===== src/rtl/cfgbank_pkg.sv =====
package cfgbank_pkg;

    typedef enum logic [1:0] {
        ST_IDLE   = 2'd0,
        ST_SHIFT  = 2'd1,
        ST_COMMIT = 2'd2
    } rx_state_e;

    localparam logic [1:0] ADDR_FREQ_A = 2'b00;
    localparam logic [1:0] ADDR_FREQ_B = 2'b01;
    localparam logic [1:0] ADDR_GAIN   = 2'b11;

    localparam int NUM_SLOTS = 3;

endpackage


===== src/rtl/cfg_sync.sv =====
module cfg_sync #(
    parameter int WIDTH  = 3,
    parameter int STAGES = 2
) (
    input  logic             clk,
    input  logic             rst_n,
    input  logic [WIDTH-1:0] async_in,
    output logic [WIDTH-1:0] sync_out
);

    logic [WIDTH-1:0] stage_q [STAGES];

    generate
        for (genvar s = 0; s < STAGES; s++) begin : g_stage
            always_ff @(posedge clk or negedge rst_n) begin
                if (!rst_n) begin
                    stage_q[s] <= '0;
                end else begin
                    if (s == 0) stage_q[s] <= async_in;
                    else        stage_q[s] <= stage_q[(s == 0) ? 0 : s-1];
                end
            end
        end
    endgenerate

    assign sync_out = stage_q[STAGES-1];

endmodule


===== src/rtl/cfg_frame_rx.sv =====
module cfg_frame_rx
    import cfgbank_pkg::*;
#(
    parameter int FRAME_W = 8,
    localparam int CNT_W  = $clog2(FRAME_W + 1)
) (
    input  logic               clk,
    input  logic               rst_n,
    input  logic               sclk_s,
    input  logic               sdat_s,
    input  logic               sen_s,
    output logic [FRAME_W-1:0] frame,
    output logic [CNT_W-1:0]   bit_cnt,
    output logic               commit
);

    localparam logic [CNT_W-1:0] FULL_CNT = CNT_W'(FRAME_W);

    rx_state_e state_q, state_d;
    logic      sclk_d, sen_d;
    logic      sclk_rise, en_fall;

    always_ff @(posedge clk or negedge rst_n) begin
        if (!rst_n) begin
            sclk_d <= 1'b0;
            sen_d  <= 1'b0;
        end else begin
            sclk_d <= sclk_s;
            sen_d  <= sen_s;
        end
    end

    assign sclk_rise = sclk_s & ~sclk_d;
    assign en_fall   = ~sen_s & sen_d;

    // state register
    always_ff @(posedge clk or negedge rst_n) begin
        if (!rst_n) state_q <= ST_IDLE;
        else        state_q <= state_d;
    end

    // next state
    always_comb begin
        state_d = state_q;
        unique case (state_q)
            ST_IDLE: begin
                if (sen_s) state_d = ST_SHIFT;
            end
            ST_SHIFT: begin
                if (en_fall) state_d = (bit_cnt == FULL_CNT) ? ST_COMMIT : ST_IDLE;
            end
            ST_COMMIT: begin
                state_d = sen_s ? ST_SHIFT : ST_IDLE;
            end
            default: state_d = ST_IDLE;
        endcase
    end

    // shift datapath
    always_ff @(posedge clk or negedge rst_n) begin
        if (!rst_n) begin
            frame   <= '0;
            bit_cnt <= '0;
        end else if (state_q != ST_SHIFT) begin
            bit_cnt <= '0;
        end else if (sclk_rise && sen_s) begin
            frame   <= {frame[FRAME_W-2:0], sdat_s};
            bit_cnt <= (bit_cnt == FULL_CNT) ? FULL_CNT : bit_cnt + 1'b1;
        end
    end

    // outputs
    always_comb begin
        commit = (state_q == ST_COMMIT);
    end

endmodule


===== src/rtl/cfg_reg_file.sv =====
module cfg_reg_file
    import cfgbank_pkg::*;
#(
    parameter int FRAME_W  = 8,
    parameter int GAIN_MAX = 41,
    localparam int PAY_W   = FRAME_W - 2
) (
    input  logic                 clk,
    input  logic                 rst_n,
    input  logic                 wr_en,
    input  logic [FRAME_W-1:0]   frame,
    output logic [2:0]           octave_code,
    output logic [6:0]           freq_step,
    output logic                 osc_test,
    output logic [PAY_W-1:0]     gain_code,
    output logic [PAY_W-1:0]     gain_half_db,
    output logic [NUM_SLOTS-1:0] slot_valid,
    output logic                 cfg_ready
);

    localparam logic [PAY_W-1:0] GAIN_CEIL = PAY_W'(GAIN_MAX);

    logic [1:0]       addr;
    logic [PAY_W-1:0] payload;
    logic [5:0]       reg_a;
    logic [4:0]       reg_b;
    logic [PAY_W-1:0] reg_g;
    logic [NUM_SLOTS-1:0] hit;

    assign addr    = frame[FRAME_W-1 -: 2];
    assign payload = frame[PAY_W-1:0];

    assign hit[0] = wr_en && (addr == ADDR_FREQ_A);
    assign hit[1] = wr_en && (addr == ADDR_FREQ_B);
    assign hit[2] = wr_en && (addr == ADDR_GAIN);

    // configuration storage: no reset, cleared by software frames
    always_ff @(posedge clk) begin
        if (hit[0]) reg_a <= payload[5:0];
        if (hit[1]) reg_b <= {payload[5], payload[3:0]};
        if (hit[2]) reg_g <= payload;
    end

    generate
        for (genvar i = 0; i < NUM_SLOTS; i++) begin : g_valid
            always_ff @(posedge clk or negedge rst_n) begin
                if (!rst_n)      slot_valid[i] <= 1'b0;
                else if (hit[i]) slot_valid[i] <= 1'b1;
            end
        end
    endgenerate

    assign octave_code  = reg_a[2:0];
    assign freq_step    = {reg_b[3:0], reg_a[5:3]};
    assign osc_test     = reg_b[4];
    assign gain_code    = reg_g;
    assign gain_half_db = (reg_g > GAIN_CEIL) ? GAIN_CEIL : reg_g;
    assign cfg_ready    = &slot_valid;

endmodule


===== src/rtl/serial_cfg_bank.sv =====
module serial_cfg_bank
    import cfgbank_pkg::*;
#(
    parameter int FRAME_W     = 8,
    parameter int GAIN_MAX    = 41,
    parameter int SYNC_STAGES = 2,
    localparam int PAY_W      = FRAME_W - 2,
    localparam int CNT_W      = $clog2(FRAME_W + 1)
) (
    input  logic                 clk,
    input  logic                 rst_n,
    input  logic                 ser_clk,
    input  logic                 ser_dat,
    input  logic                 ser_en,
    output logic [2:0]           octave_code,
    output logic [6:0]           freq_step,
    output logic                 osc_test,
    output logic [PAY_W-1:0]     gain_code,
    output logic [PAY_W-1:0]     gain_half_db,
    output logic [NUM_SLOTS-1:0] slot_valid,
    output logic                 cfg_ready
);

    logic [2:0]         wires_s;
    logic [FRAME_W-1:0] frame;
    logic [CNT_W-1:0]   bit_cnt;
    logic               frame_commit;

    cfg_sync #(.WIDTH(3), .STAGES(SYNC_STAGES)) i_sync (
        .clk      (clk),
        .rst_n    (rst_n),
        .async_in ({ser_en, ser_dat, ser_clk}),
        .sync_out (wires_s)
    );

    cfg_frame_rx #(.FRAME_W(FRAME_W)) i_rx (
        .clk     (clk),
        .rst_n   (rst_n),
        .sclk_s  (wires_s[0]),
        .sdat_s  (wires_s[1]),
        .sen_s   (wires_s[2]),
        .frame   (frame),
        .bit_cnt (bit_cnt),
        .commit  (frame_commit)
    );

    cfg_reg_file #(.FRAME_W(FRAME_W), .GAIN_MAX(GAIN_MAX)) i_regs (
        .clk          (clk),
        .rst_n        (rst_n),
        .wr_en        (frame_commit),
        .frame        (frame),
        .octave_code  (octave_code),
        .freq_step    (freq_step),
        .osc_test     (osc_test),
        .gain_code    (gain_code),
        .gain_half_db (gain_half_db),
        .slot_valid   (slot_valid),
        .cfg_ready    (cfg_ready)
    );

endmodule


===== config.mk =====
export PLATFORM = sky130hd
export DESIGN_NAME = serial_cfg_bank
export DESIGN_NICKNAME = d
export VERILOG_FILES = /design/src/rtl/cfgbank_pkg.sv /design/src/rtl/cfg_sync.sv /design/src/rtl/cfg_frame_rx.sv /design/src/rtl/cfg_reg_file.sv /design/src/rtl/serial_cfg_bank.sv
export SDC_FILE = /design/constraint.sdc
export NUM_CORES = 1
export LEC_CHECK = 0
export ABC_AREA = 1
export BUFFER_PORTS_ARGS = -buffer_cell sky130_fd_sc_hd__buf_4
export CAP_MARGIN = 20
export CORE_MARGIN = 2
export CORE_UTILIZATION = 60
export CTS_BUF_LIST = sky130_fd_sc_hd__clkbuf_8
export DETAILED_ROUTE_END_ITERATION = 7
export GPL_TIMING_DRIVEN = 0
export PLACE_DENSITY_LB_ADDON = 0.05
export RECOVER_POWER = 100
export SLEW_MARGIN = 10
export SYNTH_ARGS = -nofsm -noshare
export SYNTH_HDL_FRONTEND = slang
export SYNTH_SLANG_ARGS = --single-unit

===== constraint.sdc =====
create_clock -name clk -period 2.4 [get_ports clk]
set_input_delay 0.6 -clock clk [delete_from_list [all_inputs] [get_ports clk]]
set_output_delay 0.6 -clock clk [all_outputs]
set_load 0.05 [all_outputs]

==> impl_metrics.tcl, run 1 <==
set metrics [dict create \
    outcome "finished clean" \
    min_period_over_period_pct 94.8 \
    synth_cell_types 18 \
    slew_violations 0 \
    syn_area_per_cell_um2 11.7 \
    dominantRegCellSynth "dfrtp_1" \
    cp.required_ps 1800 \
    whs_ps 357 \
    core-area_um2 2480 \
    antenna_cells 0 \
    die_w_um 55.0 \
    fmax_mhz 439 \
    drt_iter0_markers 17 \
    grt_start_max_net_pins 26 \
    hold_violations 0 \
    antenna_found_initial 0 \
    ant_nets 0 \
    maxCapViolations 0 \
    async_flop_share_pct 59.5 \
    num_rows 18 \
    power.leakage_nw 0.854 \
    cts_made_buffers 5 \
    rsz0062_at_grt "false" \
    vias_per_cell 5.14 \
    endpoint_kind "output port" \
    tns_ps 0 \
    dr.pass1.iters 4 \
    synth_area_leaders "dfrtp_1, edfxtp_1, nand2_1" \
    drive_above_1_share_pct 9.88 \
    synthCells 133 \
    synth_most_common_cell "nand2_1" \
    grt_pass1_wl_um 4090 \
    synth_nets 140 \
    nFillCells 190 \
    ys_top_cells_by_count "nand2_1, dfrtp_1, inv_1, edfxtp_1, nor2_1" \
    portBuffers 31 \
    vdd_drop_max_mv 0.628 \
    boundaryPins 32 \
    drc 0 \
    clockBufferDepth 2 \
    synth_seq_area_share_pct 72.7 \
    start_util_pct 63.1 \
    finalClockSkew_ps 5.65 \
    cts_setup_buffers 0 \
    start_kind "flop" \
    synth_edf_count 17 \
    root_buffer "clkbuf_8" \
    finalCriticalPeriod_ps 2280 \
    track_usage_pct 20.6 \
    gp_congestion 0.708 \
    clock_latency_ps 290 \
    gr-total-overflow 0 \
    yosys_warnings 0 \
    grtUsageMet3_pct 7.26 \
    die_h_um 55.0 \
    powerDensity_nw_per_um2 825 \
    hpwlAfterDp_um 1870 \
    wirelength_um 2790 \
    met2_usage_pct 36.1 \
    path_clk_slew_ps 80 \
    die_area_um2 3030 \
    yosysTopAreaCell "dfrtp_1" \
    arrival_ps 1680 \
    clock-sinks 42 \
    setup_viol 0 \
    htreeDepth 2 \
    critPathKind "reg2out" \
    layout.nets 178 \
    avgRoutedWirePerCell_um 13.8 \
    groute.layer.met1.usage_pct 23.2 \
    cts_hold_buf 0 \
    grt_pass1_vias 947 \
    cts_resized 0 \
    ys_ff_latch 42 \
    cts_tree "built" \
    hold_path.class "reg2reg" \
    synth_top_area_share_pct 40.0 \
    grt.busiest_layer "met2" \
    synthesis.area_um2 1560 \
    tightest_slew_ps 1280 \
    cp_max_fo 3 \
    slew_headroom_pct 14.5 \
    area_growth_pct 16.3 \
    route.vias.total 1039 \
]
==> per-stage QoR <==
step	total power, mW	instances	utilization, %	instance area (um^2)	worst slack (ps)
6_report	1.50	202	73.4	1820	124
4_1_cts	1.51	202	78.5	1940	141
3_3_place_gp	0.988	194	74.2	1840	725
2_1_floorplan	0.953	133	-	1570	109
3_5_place_dp	0.996	194	74.2	1840	498
5_1_grt	1.56	202	73.4	1820	52.3
==> path summary, 6_finish.rpt <==
check / startpoint / endpoint / slack (ps) / cells after the start
max in group asynchronous: rst_n / i_sync.stage_q[4] / 1070 / 1
min reg2reg: i_sync.stage_q[4] / i_sync.sync_out[1] / 360 / 0
max reg2reg: i_rx.sclk_d / i_rx.frame[6] / 1040 / 3
min: i_sync.stage_q[4] / i_sync.sync_out[1] / 360 / 0
min in group asynchronous: rst_n / i_sync.sync_out[2] / 570 / 1
max: i_regs.gain_code[2] / gain_half_db[4] / 120 / 4
==> power by group <==
part	switching [mW]	leakage (nW)	internal (mW)
Sequential	0.0573	0.480	0.828
Combinational	0.0556	0.314	0.0310
Clock	0.224	0.0607	0.303
Total	0.337	0.854	1.16
==> layout make-up <==
class	count	area, um^2	share of cell area, %
buffer	1	3.75	0.206
clock buffer	5	68.8	3.79
timing repair buffer	31	139	7.64
clock inverter	3	37.5	2.06
multi-input combinational	69	317	17.4
tap	30	37.5	2.06
sequential	42	1140	62.5
inverter	21	78.8	4.34
==> worst max-delay path, stage by stage, from the launching register on <==
cell and delay (ps):
edfxtp_1 420, o21ai_0 340, a21boi_0 230, nor2_1 130
buf_2 270
==> sequential cells by signal, indices dropped and copies added (netlist names) <==
register,flops
i_regs.slot_valid,3
i_regs.gain_code,6
i_sync.sync_out,3
i_rx.bit_cnt,4
i_sync.stage_q,3
i_regs.reg_b,5
i_rx.sclk_d,1
i_regs.reg_a,6
i_rx.sen_d,1
i_rx.state_q,2
i_rx.frame,8
==> cell families after synthesis <==
family,share of synthesized area (%)
simple gates,16.7
buf+inv,5.28
fa+ha+maj,1.60
flops,72.7
compound gates,3.76
==> placed cells by master (no fill, tap or decap) <==
cell and instances:
buf_2 1, clkbuf_1 24, dfrtp_1 25, clkbuf_4 4, clkbuf_8 5, nor2_1 9, o21ai_0 6, a21oi_1 1
nand3b_1 1, buf_4 1, a21boi_0 1, nand3_1 6, inv_1 23, nand2_2 1, clkbuf_2 2, ha_1 2
o21ai_2 1, nand2_1 39, edfxtp_1 17, bufinv_16 1, nor4_1 1, nor3_2 1
==> routing by layer <==
| layer | wire [um] | up-vias |
|---|---|---|
| met3 | 179 | 2 |
| met4 | 14 | 0 |
| met1 | 1140 | 504 |
| li1 | - | 496 |
| met2 | 1460 | 37 |
| met5 | 0 | - |
(Power assumes the default switching activity.)
==> inputs of run 2 (changes only) <==
--- a/config.mk
+++ b/config.mk
@@ -8,8 +8,10 @@
 export ABC_AREA = 1
 export BUFFER_PORTS_ARGS = -buffer_cell sky130_fd_sc_hd__buf_4
 export CAP_MARGIN = 20
+export CELL_PAD_IN_SITES_DETAIL_PLACEMENT = 1
+export CELL_PAD_IN_SITES_GLOBAL_PLACEMENT = 2
 export CORE_MARGIN = 2
-export CORE_UTILIZATION = 60
+export CORE_UTILIZATION = 39
 export CTS_BUF_LIST = sky130_fd_sc_hd__clkbuf_8
 export DETAILED_ROUTE_END_ITERATION = 7
 export GPL_TIMING_DRIVEN = 0
==> constraint.sdc (replaced) <==
create_clock -name clk -period 2.4 [get_ports clk]
set_input_delay 0 -clock clk [delete_from_list [all_inputs] [get_ports clk]]
set_output_delay 0 -clock clk [all_outputs]
set_load 0.05 [all_outputs]
==> impl_metrics.tcl, run 2 (synthesized netlist as in run 1, its figures left out) <==
set metrics [dict create \
    grtUsageMet3_pct 4.83 \
    ant_nets 0 \
    num_rows 23 \
    endpoint_kind "output port" \
    clockBufferDepth 2 \
    root_buffer "clkbuf_8" \
    die_w_um 67.3 \
    die_h_um 67.3 \
    avgRoutedWirePerCell_um 12.6 \
    tightest_slew_ps 1360 \
    slew_headroom_pct 9.58 \
    boundaryPins 32 \
    groute.layer.met1.usage_pct 15.1 \
    whs_ps 353 \
    nFillCells 462 \
    start_kind "flop" \
    grt_start_max_net_pins 26 \
    cts_resized 0 \
    gr-total-overflow 0 \
    start_util_pct 39.9 \
    hpwlAfterDp_um 2090 \
    cts_tree "built" \
    rsz0062_at_grt "false" \
    grt_pass1_vias 1011 \
    core-area_um2 3910 \
    dr.pass1.iters 3 \
    met2_usage_pct 25.1 \
    placed_area_um2 1860 \
    powerDensity_nw_per_um2 773 \
    setup_viol 0 \
    pre_cts_ws_ps 1110 \
    layout.nets 182 \
    critPathKind "reg2out" \
    multi_input_area_um2 312 \
    drive_above_1_share_pct 7.39 \
    fmax_mhz 573 \
    cts_hold_buf 4 \
    antenna_found_initial 0 \
    slew_violations 0 \
    portBuffers 31 \
    maxCapViolations 0 \
    top_register "i_rx.frame" \
    clock-sinks 42 \
    hold_violations 0 \
    cts_setup_buffers 0 \
    final_cell_mix "nand2_1, clkbuf_1, dfrtp_1, inv_1, edfxtp_1" \
    htreeDepth 2 \
    finalClockSkew_ps 4.74 \
    drt_iter0_markers 20 \
    vias_per_cell 4.56 \
    layout_commonest_cell "nand2_1" \
    finalCriticalPeriod_ps 1740 \
    min_period_over_period_pct 72.7 \
    arrival_ps 1740 \
    die_area_um2 4530 \
    p_total_mw 1.43 \
    cp_max_fo 3 \
    clock_latency_ps 290 \
    timing.final.ws_setup_ps 656 \
    drc 0 \
    power.leakage_nw 0.835 \
    regArea_um2 1140 \
    hold_path.class "reg2reg" \
    gp_congestion 0.754 \
    outcome "finished clean" \
    final_area_um2 1850 \
    cp.required_ps 2400 \
    cts_made_buffers 5 \
    grt_pass1_wl_um 4570 \
    route.vias.total 1031 \
    antenna_cells 0 \
    tns_ps 0 \
    area_growth_pct 18.6 \
    path_clk_slew_ps 80 \
    largest_register_ff_count 8 \
    vdd_drop_max_mv 0.393 \
    wirelength_um 2860 \
    grt.busiest_layer "met2" \
    track_usage_pct 14.3 \
]
[run 2: layout make-up]
type | count | share of cell area (%)
sequential | 42 | 61.3
multi-input combinational | 69 | 16.8
timing repair buffer | 35 | 9.05
inverter | 21 | 4.25
clock buffer | 5 | 3.71
tap | 50 | 3.38
clock inverter | 3 | 1.28
buffer | 1 | 0.203
[run 2: per-stage QoR]
step / instances / util [%]
4_1_cts: 226 / 50.9
3_3_place_gp: 214 / 47.5
6_report: 226 / 47.3
3_5_place_dp: 214 / 47.5
2_1_floorplan: 133 / -
5_1_grt: 226 / 47.3
[run 2: worst paths after layout]
path	startpoint	endpoint	slack, ps	cells past startpoint
setup / recovery	i_regs.gain_code[2]	gain_half_db[2]	660	4
hold / removal	i_sync.stage_q[5]	i_sync.sync_out[2]	350	0
setup reg to reg	i_sync.sync_out[2]	i_rx.bit_cnt[2]	1010	4
hold reg to reg	i_sync.stage_q[5]	i_sync.sync_out[2]	350	0
max in group asynchronous	rst_n	i_rx.frame[5]	1070	2
min in group asynchronous	rst_n	i_rx.bit_cnt[0]	530	2
[run 2: metal layers]
metal / wire length, um / part of all wire [%]
met5: 0 / 0
met1: 1160 / 40
met3: 214 / 7.5
met2: 1440 / 50
met4: 44 / 1.5
[run 2: critical path, stage by stage (launching register included)]
cell and delay (ps):
edfxtp_1 420, o21ai_0 240, a21boi_0 190, nor2_1 130, clkbuf_1 480
[run 2: power breakdown]
part	internal, mW	total [mW]	switching (mW)
Sequential	0.828	0.886	0.0580
Clock	0.208	0.456	0.248
Combinational	0.0354	0.0916	0.0561
==> inputs of run 3 (changes only) <==
--- a/config.mk
+++ b/config.mk
@@ -11,7 +11,7 @@
 export CELL_PAD_IN_SITES_DETAIL_PLACEMENT = 1
 export CELL_PAD_IN_SITES_GLOBAL_PLACEMENT = 2
 export CORE_MARGIN = 2
-export CORE_UTILIZATION = 39
+export CORE_UTILIZATION = 33
 export CTS_BUF_LIST = sky130_fd_sc_hd__clkbuf_8
 export DETAILED_ROUTE_END_ITERATION = 7
 export GPL_TIMING_DRIVEN = 0
==> constraint.sdc (replaced) <==
create_clock -name clk -period 1.48 [get_ports clk]
set_input_delay 0 -clock clk [delete_from_list [all_inputs] [get_ports clk]]
set_output_delay 0 -clock clk [all_outputs]
set_load 0.05 [all_outputs]
==> impl_metrics.tcl, run 3 (synthesized netlist as in run 1, its figures left out) <==
set metrics [dict create \
    rsz0062_at_grt "false" \
    hold_path.class "in2async" \
    setup_viol 0 \
    slew_headroom_pct 58.0 \
    avgRoutedWirePerCell_um 13.0 \
    regArea_um2 1140 \
    timing.final.ws_setup_ps 138 \
    path_clk_slew_ps 80 \
    area_growth_pct 22.4 \
    core-area_um2 4630 \
    vias_per_cell 4.42 \
    slew_violations 0 \
    die_area_um2 5300 \
    cts_tree "built" \
    cp_slowest_cell "edfxtp_1" \
    grt_pass1_vias 1080 \
    nFillCells 530 \
    start_kind "flop" \
    route.vias.total 1017 \
    finalClockSkew_ps 6.85 \
    start_util_pct 33.8 \
    gr-total-overflow 0 \
    ant_nets 0 \
    highest_layer "met4" \
    cts_setup_buffers 0 \
    critPathKind "reg2out" \
    gp_congestion 0.759 \
    grt_start_max_net_pins 26 \
    outcome "finished clean" \
    cp_max_fo 3 \
    layout_commonest_cell "nand2_1" \
    met3WireLength_um 169 \
    tightest_slew_ps 630 \
    pre_cts_ws_ps 180 \
    clock-sinks 42 \
    path_cells "o21ai_1, a21boi_1, nor2_1, buf_4" \
    antenna_cells 0 \
    clock_latency_ps 290 \
    largest_register_ff_count 8 \
    wirelength_um 2980 \
    clockBufferDepth 2 \
    top_register "i_rx.frame" \
    track_usage_pct 12.4 \
    grt_pass1_wl_um 4900 \
    die_w_um 72.8 \
    arrival_ps 1340 \
    dr.pass1.iters 4 \
    layout.nets 182 \
    drive_above_1_share_pct 13.1 \
    drc 0 \
    hpwlAfterDp_um 2190 \
    drt_iter0_markers 67 \
    met2WireLength_um 1490 \
    min_period_over_period_pct 90.7 \
    portBuffers 31 \
    num_rows 25 \
    maxCapViolations 0 \
    htreeDepth 2 \
    multi_input_area_um2 327 \
    powerDensity_nw_per_um2 1290 \
    boundaryPins 32 \
    vdd_drop_max_mv 0.476 \
    finalCriticalPeriod_ps 1340 \
    cp.required_ps 1480 \
    die_h_um 72.8 \
    cts_made_buffers 5 \
    hold_violations 0 \
    endpoint_kind "output port" \
    root_buffer "clkbuf_8" \
    wirelength_met1_um 1300 \
    antenna_found_initial 0 \
    final_cell_mix "nand2_1, dfrtp_1, inv_1, clkbuf_1, edfxtp_1" \
    ff2ff_setup_slack_ps 200 \
    fmax_mhz 745 \
    power.leakage_nw 0.878 \
    crit_path_max_incr_delay_ps 420 \
    whs_ps 268 \
]
## run 3: cell count changes in the layout (fill, tap and decap cells not counted), moves of 2 or more
cell / change
nor2_1: -2
clkbuf_2: +3
clkbuf_1: -8
buf_4: +5
## run 3: path summary, 6_finish.rpt
| kind | from | endpoint | cells past startpoint |
|---|---|---|---|
| setup / recovery | i_regs.gain_code[2] | gain_half_db[2] | 4 |
| hold / removal | rst_n | i_regs.slot_valid[2] | 2 |
| setup reg to reg | i_rx.state_q[0] | i_regs.reg_a[4] | 3 |
| hold reg to reg | i_sync.stage_q[5] | i_sync.sync_out[2] | 0 |
| max in group asynchronous | rst_n | i_rx.frame[2] | 2 |
| min in group clk | i_sync.stage_q[5] | i_sync.sync_out[2] | 0 |
## run 3: repair_timing
action,4_1_cts,5_1_grt
endpoints found under the hold margin,28,0
setup endpoints to repair,2,3
resized for setup,1,1
hold buffers,4,0
## run 3: stage by stage
stage	total power [mW]	utilization, %	instance area (um^2)	instances	TNS [ps]
CTS	2.52	43.6	2020	230	0
floorplan	1.55	-	1570	133	-634
finish	2.46	41.3	1910	230	0
global placement	1.61	40.4	1870	218	0
global route	2.58	41.3	1910	230	0
detailed placement	1.63	40.4	1870	218	0
## run 3: per-layer routing
layer / GRT usage (%) / vias to the layer above
li1: - / 501
met1: 14.6 / 482
met2: 21.4 / 32
met3: 3.73 / 2
met4: 4.32 / 0
met5: 0 / -
## run 3: power by group
group / switching (mW) / total [mW] / internal (mW) / leakage, nW
registers: 0.0970 / 1.44 / 1.34 / 0.480
logic: 0.0955 / 0.153 / 0.0578 / 0.343
clock network: 0.374 / 0.870 / 0.496 / 0.0556
total: 0.566 / 2.46 / 1.90 / 0.878
## run 3: critical path: cells and delay by family (launching register included)
family | cells | cell delay (ps)
buffers and inverters | 1 | 210
AOI/OAI and AO/OA | 2 | 310
DFF | 1 | 420
and+or+nand+nor | 1 | 110
## run 3: area by class of cell
type	count	share of cell area, %
sequential	42	59.4
clock inverter	3	2.16
timing repair buffer	35	9.94
multi-input combinational	69	17.1
inverter	21	4.12
clock buffer	5	3.60
tap	54	3.53
buffer	1	0.196
